<file path="src/rtl/gpio32_pkg.sv">
package gpio32_pkg;
  localparam int DATA_W = 32;
  localparam int ADDR_W = 7;

  typedef enum logic [3:0] {
    SEL_OUT, SEL_TRI, SEL_OSELL, SEL_OSELH,
    SEL_TSELL, SEL_TSELH, SEL_OD, SEL_IN, SEL_ZERO
  } regSel_e;

  typedef struct packed {
    logic    wrOut;
    logic    wrTri;
    logic    wrOselL;
    logic    wrOselH;
    logic    wrTselL;
    logic    wrTselH;
    logic    wrOd;
    logic    rdEn;
    regSel_e rdSel;
  } gpioStrobe_t;
endpackage

</file>
<file path="src/rtl/gpio32_regctl.sv">
module gpio32_regctl
  import gpio32_pkg::*;
#(
  parameter int AW = ADDR_W
) (
  input  logic          clk,
  input  logic          rstN,
  input  logic [AW-1:0] busAddr,
  input  logic          busWe,
  input  logic          busRe,
  output gpioStrobe_t   ctl
);
  localparam int IDX_W = AW - 2;
  logic [IDX_W-1:0] wordIdx;
  assign wordIdx = busAddr[AW-1:2];

  always_comb begin
    ctl = '0;
    ctl.rdEn = busRe;
    unique case (wordIdx)
      IDX_W'(0): begin ctl.wrOut   = busWe; ctl.rdSel = SEL_OUT;   end
      IDX_W'(1): begin ctl.wrTri   = busWe; ctl.rdSel = SEL_TRI;   end
      IDX_W'(2): begin ctl.wrOselL = busWe; ctl.rdSel = SEL_OSELL; end
      IDX_W'(3): begin ctl.wrOselH = busWe; ctl.rdSel = SEL_OSELH; end
      IDX_W'(4): begin ctl.wrTselL = busWe; ctl.rdSel = SEL_TSELL; end
      IDX_W'(5): begin ctl.wrTselH = busWe; ctl.rdSel = SEL_TSELH; end
      IDX_W'(6): begin ctl.wrOd    = busWe; ctl.rdSel = SEL_OD;    end
      IDX_W'(7): ctl.rdSel = SEL_IN;
      default:   ctl.rdSel = SEL_ZERO;
    endcase
  end

  // at most one register is written per cycle, and only under busWe
  p_one_write_r10: assert property (@(posedge clk) disable iff (!rstN)
    $onehot0({ctl.wrOut, ctl.wrTri, ctl.wrOselL, ctl.wrOselH,
              ctl.wrTselL, ctl.wrTselH, ctl.wrOd}));
  p_no_write_high_r10: assert property (@(posedge clk) disable iff (!rstN)
    (wordIdx >= IDX_W'(7)) |-> !(ctl.wrOut | ctl.wrTri | ctl.wrOd));
endmodule

</file>
<file path="src/rtl/gpio32_datapath.sv">
module gpio32_datapath
  import gpio32_pkg::*;
#(
  parameter int PINS        = DATA_W,
  parameter int SYNC_STAGES = 2
) (
  input  logic            clk,
  input  logic            rstN,
  input  gpioStrobe_t     ctl,
  input  logic [PINS-1:0] busWData,
  output logic [PINS-1:0] busRData,
  input  logic [PINS-1:0] altOut1,
  input  logic [PINS-1:0] altOut2,
  input  logic [PINS-1:0] altOut3,
  input  logic [PINS-1:0] altOe1,
  input  logic [PINS-1:0] altOe2,
  input  logic [PINS-1:0] altOe3,
  output logic [PINS-1:0] padOut,
  output logic [PINS-1:0] padOe,
  input  logic [PINS-1:0] padIn
);
  localparam int HALF = PINS / 2;

  logic [PINS-1:0] outReg, triReg, oselL, oselH, tselL, tselH, odReg, inReg;
  logic [PINS-1:0] syncPipe [SYNC_STAGES];

  always_ff @(posedge clk) begin
    if (!rstN) begin
      outReg <= '0; triReg <= '0; oselL <= '0; oselH <= '0;
      tselL  <= '0; tselH  <= '0; odReg <= '0;
    end else begin
      if (ctl.wrOut)   outReg <= busWData;
      if (ctl.wrTri)   triReg <= busWData;
      if (ctl.wrOselL) oselL  <= busWData;
      if (ctl.wrOselH) oselH  <= busWData;
      if (ctl.wrTselL) tselL  <= busWData;
      if (ctl.wrTselH) tselH  <= busWData;
      if (ctl.wrOd)    odReg  <= busWData;
    end
  end

  always_ff @(posedge clk) begin
    if (!rstN) begin
      for (int s = 0; s < SYNC_STAGES; s++) syncPipe[s] <= '0;
      inReg <= '0;
    end else begin
      syncPipe[0] <= padIn;
      for (int s = 1; s < SYNC_STAGES; s++) syncPipe[s] <= syncPipe[s-1];
      inReg <= syncPipe[SYNC_STAGES-1];
    end
  end

  logic [PINS-1:0] rdMux;
  always_comb begin
    unique case (ctl.rdSel)
      SEL_OUT:   rdMux = outReg;
      SEL_TRI:   rdMux = triReg;
      SEL_OSELL: rdMux = oselL;
      SEL_OSELH: rdMux = oselH;
      SEL_TSELL: rdMux = tselL;
      SEL_TSELH: rdMux = tselH;
      SEL_OD:    rdMux = odReg;
      SEL_IN:    rdMux = inReg;
      default:   rdMux = '0;
    endcase
  end

  always_ff @(posedge clk) begin
    if (!rstN)         busRData <= '0;
    else if (ctl.rdEn) busRData <= rdMux;
  end

  for (genvar n = 0; n < PINS; n++) begin : g_pin
    localparam int BIT  = PINS - 1 - n;
    localparam int FPOS = (PINS - 2) - 2 * (n % HALF);
    logic [1:0] oCode, tCode;
    logic srcOut, srcOe;
    if (n < HALF) begin : g_lo
      assign oCode = oselL[FPOS +: 2];
      assign tCode = tselL[FPOS +: 2];
    end else begin : g_hi
      assign oCode = oselH[FPOS +: 2];
      assign tCode = tselH[FPOS +: 2];
    end
    always_comb begin
      unique case (oCode)
        2'b00: srcOut = outReg[BIT];
        2'b01: srcOut = altOut1[BIT];
        2'b10: srcOut = altOut2[BIT];
        default: srcOut = altOut3[BIT];
      endcase
      unique case (tCode)
        2'b00: srcOe = triReg[BIT];
        2'b01: srcOe = altOe1[BIT];
        2'b10: srcOe = altOe2[BIT];
        default: srcOe = altOe3[BIT];
      endcase
    end
    assign padOut[BIT] = odReg[BIT] ? 1'b0 : srcOut;
    assign padOe[BIT]  = odReg[BIT] ? (srcOe & ~srcOut) : srcOe;
  end

  p_out_write_r2: assert property (@(posedge clk) disable iff (!rstN)
    ctl.wrOut |=> outReg == $past(busWData));
  p_rdata_hold_r2: assert property (@(posedge clk) disable iff (!rstN)
    !ctl.rdEn |=> busRData == $past(busRData));
  p_reset_clear_r3: assert property (@(posedge clk) disable iff (!rstN)
    !$past(rstN) |-> (padOe == '0 && padOut == '0 && odReg == '0));
  p_od_no_high_r8: assert property (@(posedge clk) disable iff (!rstN)
    (padOut & odReg) == '0);
  p_in_follows_sync_r9: assert property (@(posedge clk) disable iff (!rstN)
    $past(rstN) |-> inReg == $past(syncPipe[SYNC_STAGES-1]));
endmodule

</file>
<file path="src/rtl/gpio32_ctrl.sv">
module gpio32_ctrl
  import gpio32_pkg::*;
(
  input  logic              clk,
  input  logic              rstN,
  input  logic [ADDR_W-1:0] busAddr,
  input  logic [DATA_W-1:0] busWData,
  input  logic              busWe,
  input  logic              busRe,
  output logic [DATA_W-1:0] busRData,
  input  logic [DATA_W-1:0] altOut1,
  input  logic [DATA_W-1:0] altOut2,
  input  logic [DATA_W-1:0] altOut3,
  input  logic [DATA_W-1:0] altOe1,
  input  logic [DATA_W-1:0] altOe2,
  input  logic [DATA_W-1:0] altOe3,
  output logic [DATA_W-1:0] padOut,
  output logic [DATA_W-1:0] padOe,
  input  logic [DATA_W-1:0] padIn
);
  gpioStrobe_t ctl;

  gpio32_regctl #(.AW(ADDR_W)) u_ctl (
    .clk(clk), .rstN(rstN), .busAddr(busAddr),
    .busWe(busWe), .busRe(busRe), .ctl(ctl)
  );

  gpio32_datapath #(.PINS(DATA_W), .SYNC_STAGES(2)) u_dp (
    .clk(clk), .rstN(rstN), .ctl(ctl),
    .busWData(busWData), .busRData(busRData),
    .altOut1(altOut1), .altOut2(altOut2), .altOut3(altOut3),
    .altOe1(altOe1), .altOe2(altOe2), .altOe3(altOe3),
    .padOut(padOut), .padOe(padOe), .padIn(padIn)
  );
endmodule

</file>
<file path="config.mk">
export PLATFORM = sky130hd
export DESIGN_NAME = gpio32_ctrl
export DESIGN_NICKNAME = d
export VERILOG_FILES = /design/src/rtl/gpio32_pkg.sv /design/src/rtl/gpio32_regctl.sv /design/src/rtl/gpio32_datapath.sv /design/src/rtl/gpio32_ctrl.sv
export SDC_FILE = /design/constraint.sdc
export NUM_CORES = 1
export LEC_CHECK = 0
export ABC_AREA = 1
export BUFFER_PORTS_ARGS = -buffer_cell sky130_fd_sc_hd__buf_2
export CAP_MARGIN = 10
export CORE_MARGIN = 2
export CORE_UTILIZATION = 25
export DETAILED_ROUTE_END_ITERATION = 7
export GPL_ROUTABILITY_DRIVEN = 1
export REMOVE_ABC_BUFFERS = 1
export SETUP_SLACK_MARGIN = 0.5
export SLEW_MARGIN = 20
export SYNTH_ARGS = -nofsm -noshare
export SYNTH_HDL_FRONTEND = slang
export SYNTH_HIERARCHICAL = 1
export SYNTH_SLANG_ARGS = --single-unit
</file>
<file path="constraint.sdc">
create_clock -name clk -period 2.1 [get_ports clk]
set_input_delay 0.42 -clock clk [delete_from_list [all_inputs] [get_ports clk]]
set_output_delay 0.42 -clock clk [all_outputs]
set_load 0.01 [all_outputs]
</file>
## Yosys cells after proc, flatten, opt, wreduce, memory -nomap -nowiden

Memories as Yosys holds them, arrays and structs flattened. A register that Yosys moved wholly into a read port is not among the register bits.
Index checks and enable logic that the tools add are counted.

| word-level totals | value |
|---|---|
| register bits | 256 |
| bits in latches | 0 |
| RAM bits | 64 |
| memory bits (read-only) | 0 |
| bits of input ports | 267 |
| output and inout bits | 96 |
| logic and storage cells | 425 |
| memories | 1 |

| operators by class | value |
|---|---|
| add/sub/neg operators | 0 |
| multiply operators | 0 |
| divide/modulo/power cells | 0 |
| magnitude comparators | 0 |
| eq/ne operators | 142 |
| shifts and indexed selects | 0 |
| muxes and demuxes | 141 |
| bitwise logic cells | 66 |
| reduce and logical (&&, ||, !) cells | 67 |

Memories:

| memory | depth | width | rd ports | clocked after memory_dff | write ports | line | source |
|---|---|---|---|---|---|---|---|
| u_dp.syncPipe | 2 | 32 | 2 | 1 | 2 | gpio32_datapath.sv:25 | `logic [PINS-1:0] syncPipe [SYNC_STAGES];` |

Operator list:

| cell | number |
|---|---|
| $pmux W32 S8 | 1 |
| $pmux W1 S3 | 64 |
| $eq A2 B1 Y1 const B | 64 |
| $eq A2 B2 Y1 const B | 64 |
| $logic_not A2 Y1 | 64 |
| $mux W1 | 73 |
| $mux W32 | 2 |
| $and A1 B1 Y1 | 32 |
| $not A1 Y1 | 32 |
| $pmux W4 S8 | 1 |
| $eq A5 B3 Y1 const B | 4 |
| $eq A4 B3 Y1 const B | 4 |
| $eq A5 B2 Y1 const B | 2 |
| $eq A4 B2 Y1 const B | 2 |
| $eq A5 B1 Y1 const B | 1 |
| $logic_not A5 Y1 | 1 |
| $eq A4 B1 Y1 const B | 1 |
| $logic_not A4 Y1 | 1 |
| $or A1 B1 Y1 | 2 |
| $logic_not A1 Y1 | 1 |

## Depth between registers and ports, before layout

Gate-level depths: netlist (run 1).

| logic depth | value |
|---|---|
| word-level depth | 5 |
| depth in mapped cells | 16 |
| mapped depth without buffers | 14 |

## By module

The synthesis (run 1) kept the hierarchy.

By module, submodules not included:

| module | times used | cells each | area each (um2) | seq. area each (um2) |
|---|---|---|---|---|
| gpio32_datapath | 1 | 2431 | 16261.8 | 7046.8 |
| gpio32_regctl | 1 | 33 | 153.9 | 0.0 |

## Worst setup path before layout (run 1)

OpenSTA, ideal clock, no wires.

| timing path | value |
|---|---|
| path type | input-to-reg |
| start | in busAddr[6] |
| end | reg u_dp.busRData[11] |
| setup time | 0.070 ns |
| data arrival time | 1.864 ns |
| required time | 2.030 ns |
| slack | 0.166 ns |
| stages | 11 |
| buffers on the path | 1 |
| path through | or2_2 > nor2_1 > inv_1 > nor2_4 > buf_2 > nand3_1 > nand2_1 > nor2_1 > nand2_1 > nand2_1 > a21oi_2 |

RTL lines:

| item | line | source |
|---|---|---|
| from (decl) | gpio32_ctrl.sv:6 | `input logic [ADDR_W-1:0] busAddr,` |
| to (signal assigned) | gpio32_datapath.sv:70 | `else if (ctl.rdEn) busRData <= rdMux;` |
| to (decl) | gpio32_datapath.sv:11 | `output logic [PINS-1:0] busRData,` |

## Worst setup path after layout (run 1)

| timing path | value |
|---|---|
| start | reg u_dp.oselH[13] |
| end | out padOe[6] |

| between the ends | value |
|---|---|
| word-level cells in the longest chain between the ends | 5 |
| elaborated cells on any way between the ends | 7 |
| classes of those cells | 2 x eq/ne; 2 x mux; 2 x bitwise; 1 x reduce/logical |

Ends and longest elaborated chain:

| item | line | source |
|---|---|---|
| from (decl) | gpio32_datapath.sv:24 | `logic [PINS-1:0] outReg, triReg, oselL, oselH, tselL, tselH, odReg, inReg;` |
| from (signal assigned) | gpio32_datapath.sv:35 | `if (ctl.wrOselH) oselH <= busWData;` |
| $eq A2 B2 Y1, or another cell as far along | gpio32_datapath.sv:86 | `unique case (oCode)` |
| $pmux W1 S3 (*) | gpio32_datapath.sv:86 |  |
| $not A1 Y1 (*) | gpio32_datapath.sv:100 | `assign padOe[BIT] = odReg[BIT] ? (srcOe & ~srcOut) : srcOe;` |
| $and A1 B1 Y1 (*) | gpio32_datapath.sv:100 |  |
| $mux W1 (*) | gpio32_datapath.sv:100 |  |
| to (decl) | gpio32_ctrl.sv:18 | `output logic [DATA_W-1:0] padOe,` |

Every way passes the cells marked *; elsewhere a longest branch is shown, timed or not.

==> summary.txt, run 1 <==
Worst setup SP type -> flop
Worst-path clk slew -> 0.06 ns
fillcell total -> 6830
Placed Area -> 0.01976 mm^2
drt pass-1 iters -> 7
root buf cell -> clkbuf_16
register area -> 0.007373 mm^2
Netlist cell types -> 21
max incr delay on CP -> 0.38 ns
routed length per placed instance -> 19.14 um
Max-slew headroom -> 0.6418
cell count after synthesis -> 2464
RSZ-0062 raised after global routing -> yes
status -> complete, no violations
flops & latches, synth -> 352
drt drc -> 0
Final Cycle Share -> 0.9406
Worst-Margin Slew -> 0.5324 ns
RR Startpoint -> u_dp/oselL[12]
Avg Cell Area, Syn -> 6.662 um^2
H-tree lvl count -> 2
port bufs -> 360
count of final hold-check violations -> 0
worst min path class -> primary input to flop
GPL Wtd Cong -> 0.8610
Period minus WS final -> 1.975 ns
Syn. warnings -> 6
height of the chip -> 260.2 um
Routed Antenna Nets -> 0
flop2flop setup slack -> 0.96 ns
Initial Utilization -> 0.2537
Num Clock Sinks -> 352
core area -> 0.06470 mm^2
detailed-routed wire length on met2 -> 33450 um
initial antenna violation count -> 6
sequential area share after synthesis -> 0.4293
first-pass GRT wire length -> 101000 um
cell chain of the critical path -> o21ai_2 > nand3_4 > nand3b_1 > inv_1 > buf_2
Critical path origin -> u_dp/oselH[13]
critical path buffer and inverter count -> 2
layout cells sized above 1 -> 0.3504
vias -> 18360
IO Pins -> 363
Total GRT Usage -> 0.1969
dpl cells -> 3625
DR iter-0 viols -> 1476
crit path kind -> flop to primary output
area occupied by multi-input gates -> 0.008409 mm^2
CTS buffer count -> 41
latest clock arrival within the worst-skew pair -> 0.56 ns
die area -> 0.06773 mm^2
vias in the first global route -> 16450
Routed Wire Length -> 72820 um
P&R area growth vs syn -> 44.55%
Crit-path slowest cell -> dfxtp_4
non-filler cells, final -> 3804
leakage power -> 0.01146 uW
largest net degree at the start of global routing -> 85
placed wire-length estimate -> 48280 um
CP Data Arrival Time -> 1.56 ns
Longest Clk Path Bufs -> 3
via-per-instance ratio -> 4.827
metal3 WL -> 5395 um
TritonCTS clock tree -> built
metal1 wirelength -> 31430 um
Top Family by Delay on Critical Path -> flip-flops
final setup TNS -> 0 ns
final-report setup violation count -> 0
max-slew violation count -> 0
post-synthesis cell area -> 0.01642 mm^2
Hold Crit Start -> padIn[0]
required time worst endpoint -> 1.68 ns
uppermost layer routed -> met5
Pwr Density -> 680.7 mW/mm^2
Final Power -> 16150 uW
final net count -> 3185
Chip Width -> 260.2 um
hold-fix buffers at CTS -> 0
final instance area -> 0.02373 mm^2
clk_skew -> 0.01340 ns
max cap viols -> 0
Max Freq -> 506.3 MHz
VDD IR max -> 0.0004092 V
grt ovf -> 0
worst-path maximum fanout -> 6
CP Capture Type -> primary output
row count -> 93
placed cells by master (no fill, tap or decap), types with 25 or more instances in the layout:
cell       instances
buf_2            348
nor2_1           343
nand2_1          342
o21ai_0          275
nand3_1          263
inv_1            243
dfxtp_1          211
a21oi_1          179
buf_4            123
dfxtp_2           81
a21oi_2           72
clkbuf_16         63
dfxtp_4           60
o21ai_2           57
inv_2             53
buf_12            33
nand3b_1          32
nand3_2           25
routing by layer:
| metal | global-route usage | vias up |
|---|---|---|
| met3 | 0.03860 | 159 |
| met1 | 0.2601 | 8544 |
| li1 | - | 8920 |
| met5 | 0 | - |
| met4 | 0.07206 | 8 |
| met2 | 0.3177 | 731 |
final cells by class:
cell class,count,share of cell area
well taps,855,0.04508
inverters,309,0.05025
diodes,1,0.0001055
flip-flops and latches,352,0.3107
repair buffers,552,0.1774
multi-input cells,1662,0.3544
clock buffers,61,0.05283
clock inverters,12,0.009228
synth_stat cells:
master / count / area share
nand3b_1: 32 / 0.015
clkbuf_1: 90 / 0.021
nor2_4: 3 / 0.0021
a21oi_1: 246 / 0.075
nor2_1: 362 / 0.083
buf_6: 5 / 0.0034
dfxtp_1: 352 / 0.43
buf_4: 11 / 0.0050
nor2_2: 1 / 0.00038
inv_1: 304 / 0.070
buf_2: 32 / 0.0098
inv_2: 3 / 0.00069
clkinv_1: 2 / 0.00046
a21oi_2: 10 / 0.0053
nand2_1: 358 / 0.082
or2_2: 1 / 0.00038
nand3_1: 292 / 0.089
o21ai_0: 352 / 0.11
nor4_1: 4 / 0.0015
buf_1: 3 / 0.00069
nor3_1: 1 / 0.00030
path summary, 6_finish.rpt:
| kind | endpoint | cells past startpoint |
|---|---|---|
| hold / removal | u_dp/syncPipe[0][0] | 3 |
| setup / recovery | padOe[6] | 5 |
| hold reg to reg | u_dp/syncPipe[1][10] | 2 |
| setup reg to reg | u_dp/busRData[12] | 7 |
kinds of logic (layout without fill, tap and decap cells):
group | Yosys count | in the layout | synth area share
flip-flops | 352 | 352 | 0.4293
AO/OA/AOI/OAI | 608 | 608 | 0.1877
buffers and inverters | 450 | 934 | 0.1101
other | 0 | 1 | 0
AND/OR/NAND/NOR | 1054 | 1054 | 0.2729
power breakdown:
group          switching (uW)  internal, uW  leakage [uW]
registers                 102          6750       0.00294
clock network            2960          4860      0.000719
logic                     866           616       0.00780
total                    3930         12200        0.0115
worst reg2reg max path, cell delays in order (launching register included):
cell and delay (ns):
dfxtp_4 0.37, buf_4 0.13, nand3_1 0.09, nand2_2 0.11, nor2_1 0.14, nand2_1 0.07, nand2_1 0.07, a21oi_2 0.05
sequential cells by signal, summed over array words and instances, names as in the netlist:
name / count
u_dp/tselH: 32
u_dp/inReg: 32
u_dp/syncPipe: 64
u_dp/tselL: 32
u_dp/oselH: 32
u_dp/oselL: 32
u_dp/busRData: 32
u_dp/triReg: 32
u_dp/outReg: 32
u_dp/odReg: 32
repair_timing:
action,CTS,global route
pin swaps,54,96
endpoints found under the setup margin,84,97
gates cloned,0,21
setup buffers,60,24
resized for setup,406,179
metrics by stage:
stage	hold WS, ns	utilization	setup WS [ns]
after floorplan	0.3900	-	-3.261
after global placement	0.3920	0.3054	-0.09990
after detailed placement	0.3966	0.3054	-0.1384
after CTS	0.007498	0.3467	0.07199
after global routing	0.02501	0.3667	0.03499
final	0.04520	0.3668	0.1247
Power figures use the tool's default switching activity.
==> run 2: changes to the inputs <==
--- a/config.mk
+++ b/config.mk
@@ -17,5 +17,4 @@
 export SLEW_MARGIN = 20
 export SYNTH_ARGS = -nofsm -noshare
 export SYNTH_HDL_FRONTEND = slang
-export SYNTH_HIERARCHICAL = 1
 export SYNTH_SLANG_ARGS = --single-unit
==> constraint.sdc (replaced) <==
create_clock -name clk -period 2.09 [get_ports clk]
set_input_delay 0.418 -clock clk [delete_from_list [all_inputs] [get_ports clk]]
set_output_delay 0.418 -clock clk [all_outputs]
set_load 0.01 [all_outputs]
==> run 2 against run 1 <==
Net effect:
- sequential share of layout area grew 1.6 points
- critical path depth is 1 higher
- first-iteration DRC count unchanged
- non-clock buffer count is 46 lower
- critical path type unchanged
- largest power group unchanged
==> summary.txt, run 2 <==
dpl ws -> 0.03772 ns (+0.1761 ns)
Max Freq -> 491.3 MHz
Chip Width -> 259.6 um (-0.23%)
die area -> 0.06741 mm^2 (-0.46%)
synth top area cells -> dfxtp_1, o21ai_0, nand2_1
Post-synth EDFFs -> 0 (unchanged)
switching share of power -> 0.2520 (+0.008521)
VDD IR max -> 0.0005116 V (+25%)
most common cell after layout, fill and taps aside -> nand2_1
area occupied by multi-input gates -> 0.007956 mm^2 (-5.4%)
CTS buffer count -> 44 (+7.3%)
first-pass GRT wire length -> 105600 um (+4.5%)
sequential area share after synthesis -> 0.4313 (+0.002038)
Final Cycle Share -> 0.9738
P&R area growth vs syn -> 37.34%
Worst-path clk slew -> 0.06 ns (about the same)
crit path kind -> flop to primary output
Max-slew headroom -> 0.6649 (+0.02307)
row count -> 93 (unchanged)
height of the chip -> 259.6 um (-0.23%)
worst-path maximum fanout -> 4 (-2)
final-report setup violation count -> 0 (unchanged)
max-slew violation count -> 0 (unchanged)
routed length per placed instance -> 19.83 um (+3.6%)
share of the core filled with cells -> 0.3475 (-0.01931)
port bufs -> 360 (unchanged)
flops & latches, synth -> 352 (unchanged)
fillcell total -> 7015 (+2.7%)
DR iter-0 viols -> 1476 (unchanged)
max reg flops -> 64 (unchanged)
cell count after synthesis -> 2427 (-1.5%)
vias in the first global route -> 16900 (+2.8%)
vias -> 18120 (-1.3%)
post-synthesis cell area -> 0.01634 mm^2 (-0.47%)
Switch Pwr -> 4133 uW (+5.1%)
clock group share of total power -> 0.487 (+0.003)
clk_skew -> 0.01023 ns (-0.003171 ns)
Largest Register -> u_dp.syncPipe
Initial Utilization -> 0.2530 (-0.0007440)
Synth async-reset ratio -> 0 (unchanged)
RSZ-0062 raised after global routing -> yes
worst min path class -> primary input to flop
cell taking the most area after synthesis -> dfxtp_1
final net count -> 3091 (-3.0%)
required time worst endpoint -> 1.67 ns (about the same)
most frequent cell after synthesis -> nand2_1
drt drc -> 0 (unchanged)
Period minus WS final -> 2.035 ns
Pwr Density -> 730.9 mW/mm^2 (+7.4%)
Worst-Margin Slew -> 0.5027 ns (-0.02970 ns)
latest clock arrival within the worst-skew pair -> 0.57 ns (about the same)
count of final hold-check violations -> 0 (unchanged)
IO Pins -> 363 (unchanged)
status -> complete, no violations
grt ovf -> 0 (unchanged)
max cap viols -> 0 (unchanged)
GPL Wtd Cong -> 0.8272 (-3.9%)
Most used DFF post-synth -> dfxtp_1
placed wire-length estimate -> 50840 um (+5.3%)
H-tree lvl count -> 2 (unchanged)
CP Data Arrival Time -> 1.62 ns (+0.06 ns)
Netlist cell types -> 19 (-9.5%)
setup ws final -> 0.05466 ns (-0.07006 ns)
initial antenna violation count -> 16 (+10)
layout cells sized above 1 -> 0.3363 (-0.01415)
leakage power -> 0.01040 uW (-9.3%)
most frequent cells in the layout -> nand2_1, buf_2, o21ai_0, nor2_1, inv_1
Total GRT Usage -> 0.2108 (+0.01382)
root buf cell -> clkbuf_16
CP Capture Type -> primary output
core area -> 0.06458 mm^2 (-0.18%)
Worst setup SP type -> flop
Routed Antenna Nets -> 0 (unchanged)
Combinational Power Share -> 0.093 (about the same)
drt pass-1 iters -> 5 (-2)
Num Clock Sinks -> 352 (unchanged)
Syn. warnings -> 0 (-6)
Routed Wire Length -> 73630 um (+1.1%)
Reg power frac -> 0.420 (-0.004)
largest net degree at the start of global routing -> 59 (-31%)
TritonCTS clock tree -> built
register area -> 0.007325 mm^2 (-0.66%)
Synth top area share -> 0.4313 (+0.002038)
Post-synth top cells -> nand2_1, o21ai_0, dfxtp_1
Avg Cell Area, Syn -> 6.732 um^2 (+1.0%)
Longest Clk Path Bufs -> 3 (unchanged)
P_int -> 12270 uW (+0.39%)
via-per-instance ratio -> 4.880 (+1.1%)
## run 2: cell types whose count changed after synthesis, sizes merged
cell | previous run | this run
a32o | 0 | 16
buf | 51 | 64
clkbuf | 90 | 91
clkinv | 2 | 0
inv | 307 | 315
nand2 | 358 | 405
nand3 | 292 | 134
nand3b | 32 | 0
nand4 | 0 | 128
nor2 | 366 | 281
nor3 | 1 | 0
nor4 | 4 | 1
o21ai | 352 | 384
or2 | 1 | 0
## run 2: cell families after synthesis
family | count (synthesis) | share of synthesized area
flops | 352 | 0.4313
simple gates | 949 | 0.2497
buf+inv | 470 | 0.1131
compound gates | 656 | 0.2059
## run 2: power groups by stage
stage               combinational, uW  sequential [uW]  clock (uW)
floorplan                         489             7040           0
global placement                 1410             7060           0
detailed placement               1420             7070           0
CTS                              1470             6890        8140
global route                     1650             6910        8430
finish                           1520             6900        7980
## run 2: worst paths after layout
check,start,endpoint,slack [ns],cells past startpoint
setup / recovery,u_dp.oselH[19],padOe[9],0.05,6
hold / removal,padIn[9],u_dp.syncPipe[0][9],0.03,3
setup reg to reg,u_dp.oselL[13],u_dp.busRData[13],0.95,7
hold reg to reg,u_dp.syncPipe[1][5],u_dp.inReg[5],0.41,2
## run 2: final cells by class
| class | instances | area share |
|---|---|---|
| clock buffer | 63 | 0.05587 |
| clock inverter | 14 | 0.01054 |
| multi-input combinational | 1605 | 0.3546 |
| antenna | 4 | 0.0004461 |
| tap | 855 | 0.04768 |
| sequential | 352 | 0.3264 |
| timing repair buffer | 506 | 0.1506 |
| inverter | 315 | 0.05392 |
## run 2: repair_timing
action                                  CTS  global route
gates cloned                              0             0
resized for setup                       360           185
endpoints found under the setup margin   64            66
setup buffers                            53            15
hold buffers                              2             0
pin swaps                                38            40
endpoints found under the hold margin     2             0
## run 2: layer usage
| metal | vias to the layer above | part of all wire | global-route usage |
|---|---|---|---|
| met5 | - | 0.0015 | 0 |
| met4 | 18 | 0.027 | 0.06162 |
| met3 | 147 | 0.093 | 0.06238 |
| met2 | 723 | 0.45 | 0.3427 |
| met1 | 8436 | 0.43 | 0.2692 |
| li1 | 8800 | - | - |
## run 2: per-stage QoR
stage	setup TNS [ns]	area, um^2	hold WS, ns	std cells	total power (uW)
3_5_place_dp	0	19600	0.3961	3563	8483
3_3_place_gp	0	19600	0.3924	3563	8472
6_report	0	22440	0.03208	3714	16400
5_1_grt	-0.03097	22430	0.02194	3712	16980
4_1_cts	0	21920	0.003345	3695	16510
2_1_floorplan	-388.89	15670	0.3900	2272	7528
## run 2: critical path, stage by stage (launching register included)
cell and delay [ns]:
dfxtp_4 0.36, inv_4 0.06, nand2_1 0.04, a32o_2 0.26, o21ai_1 0.12, inv_1 0.08
buf_2 0.14
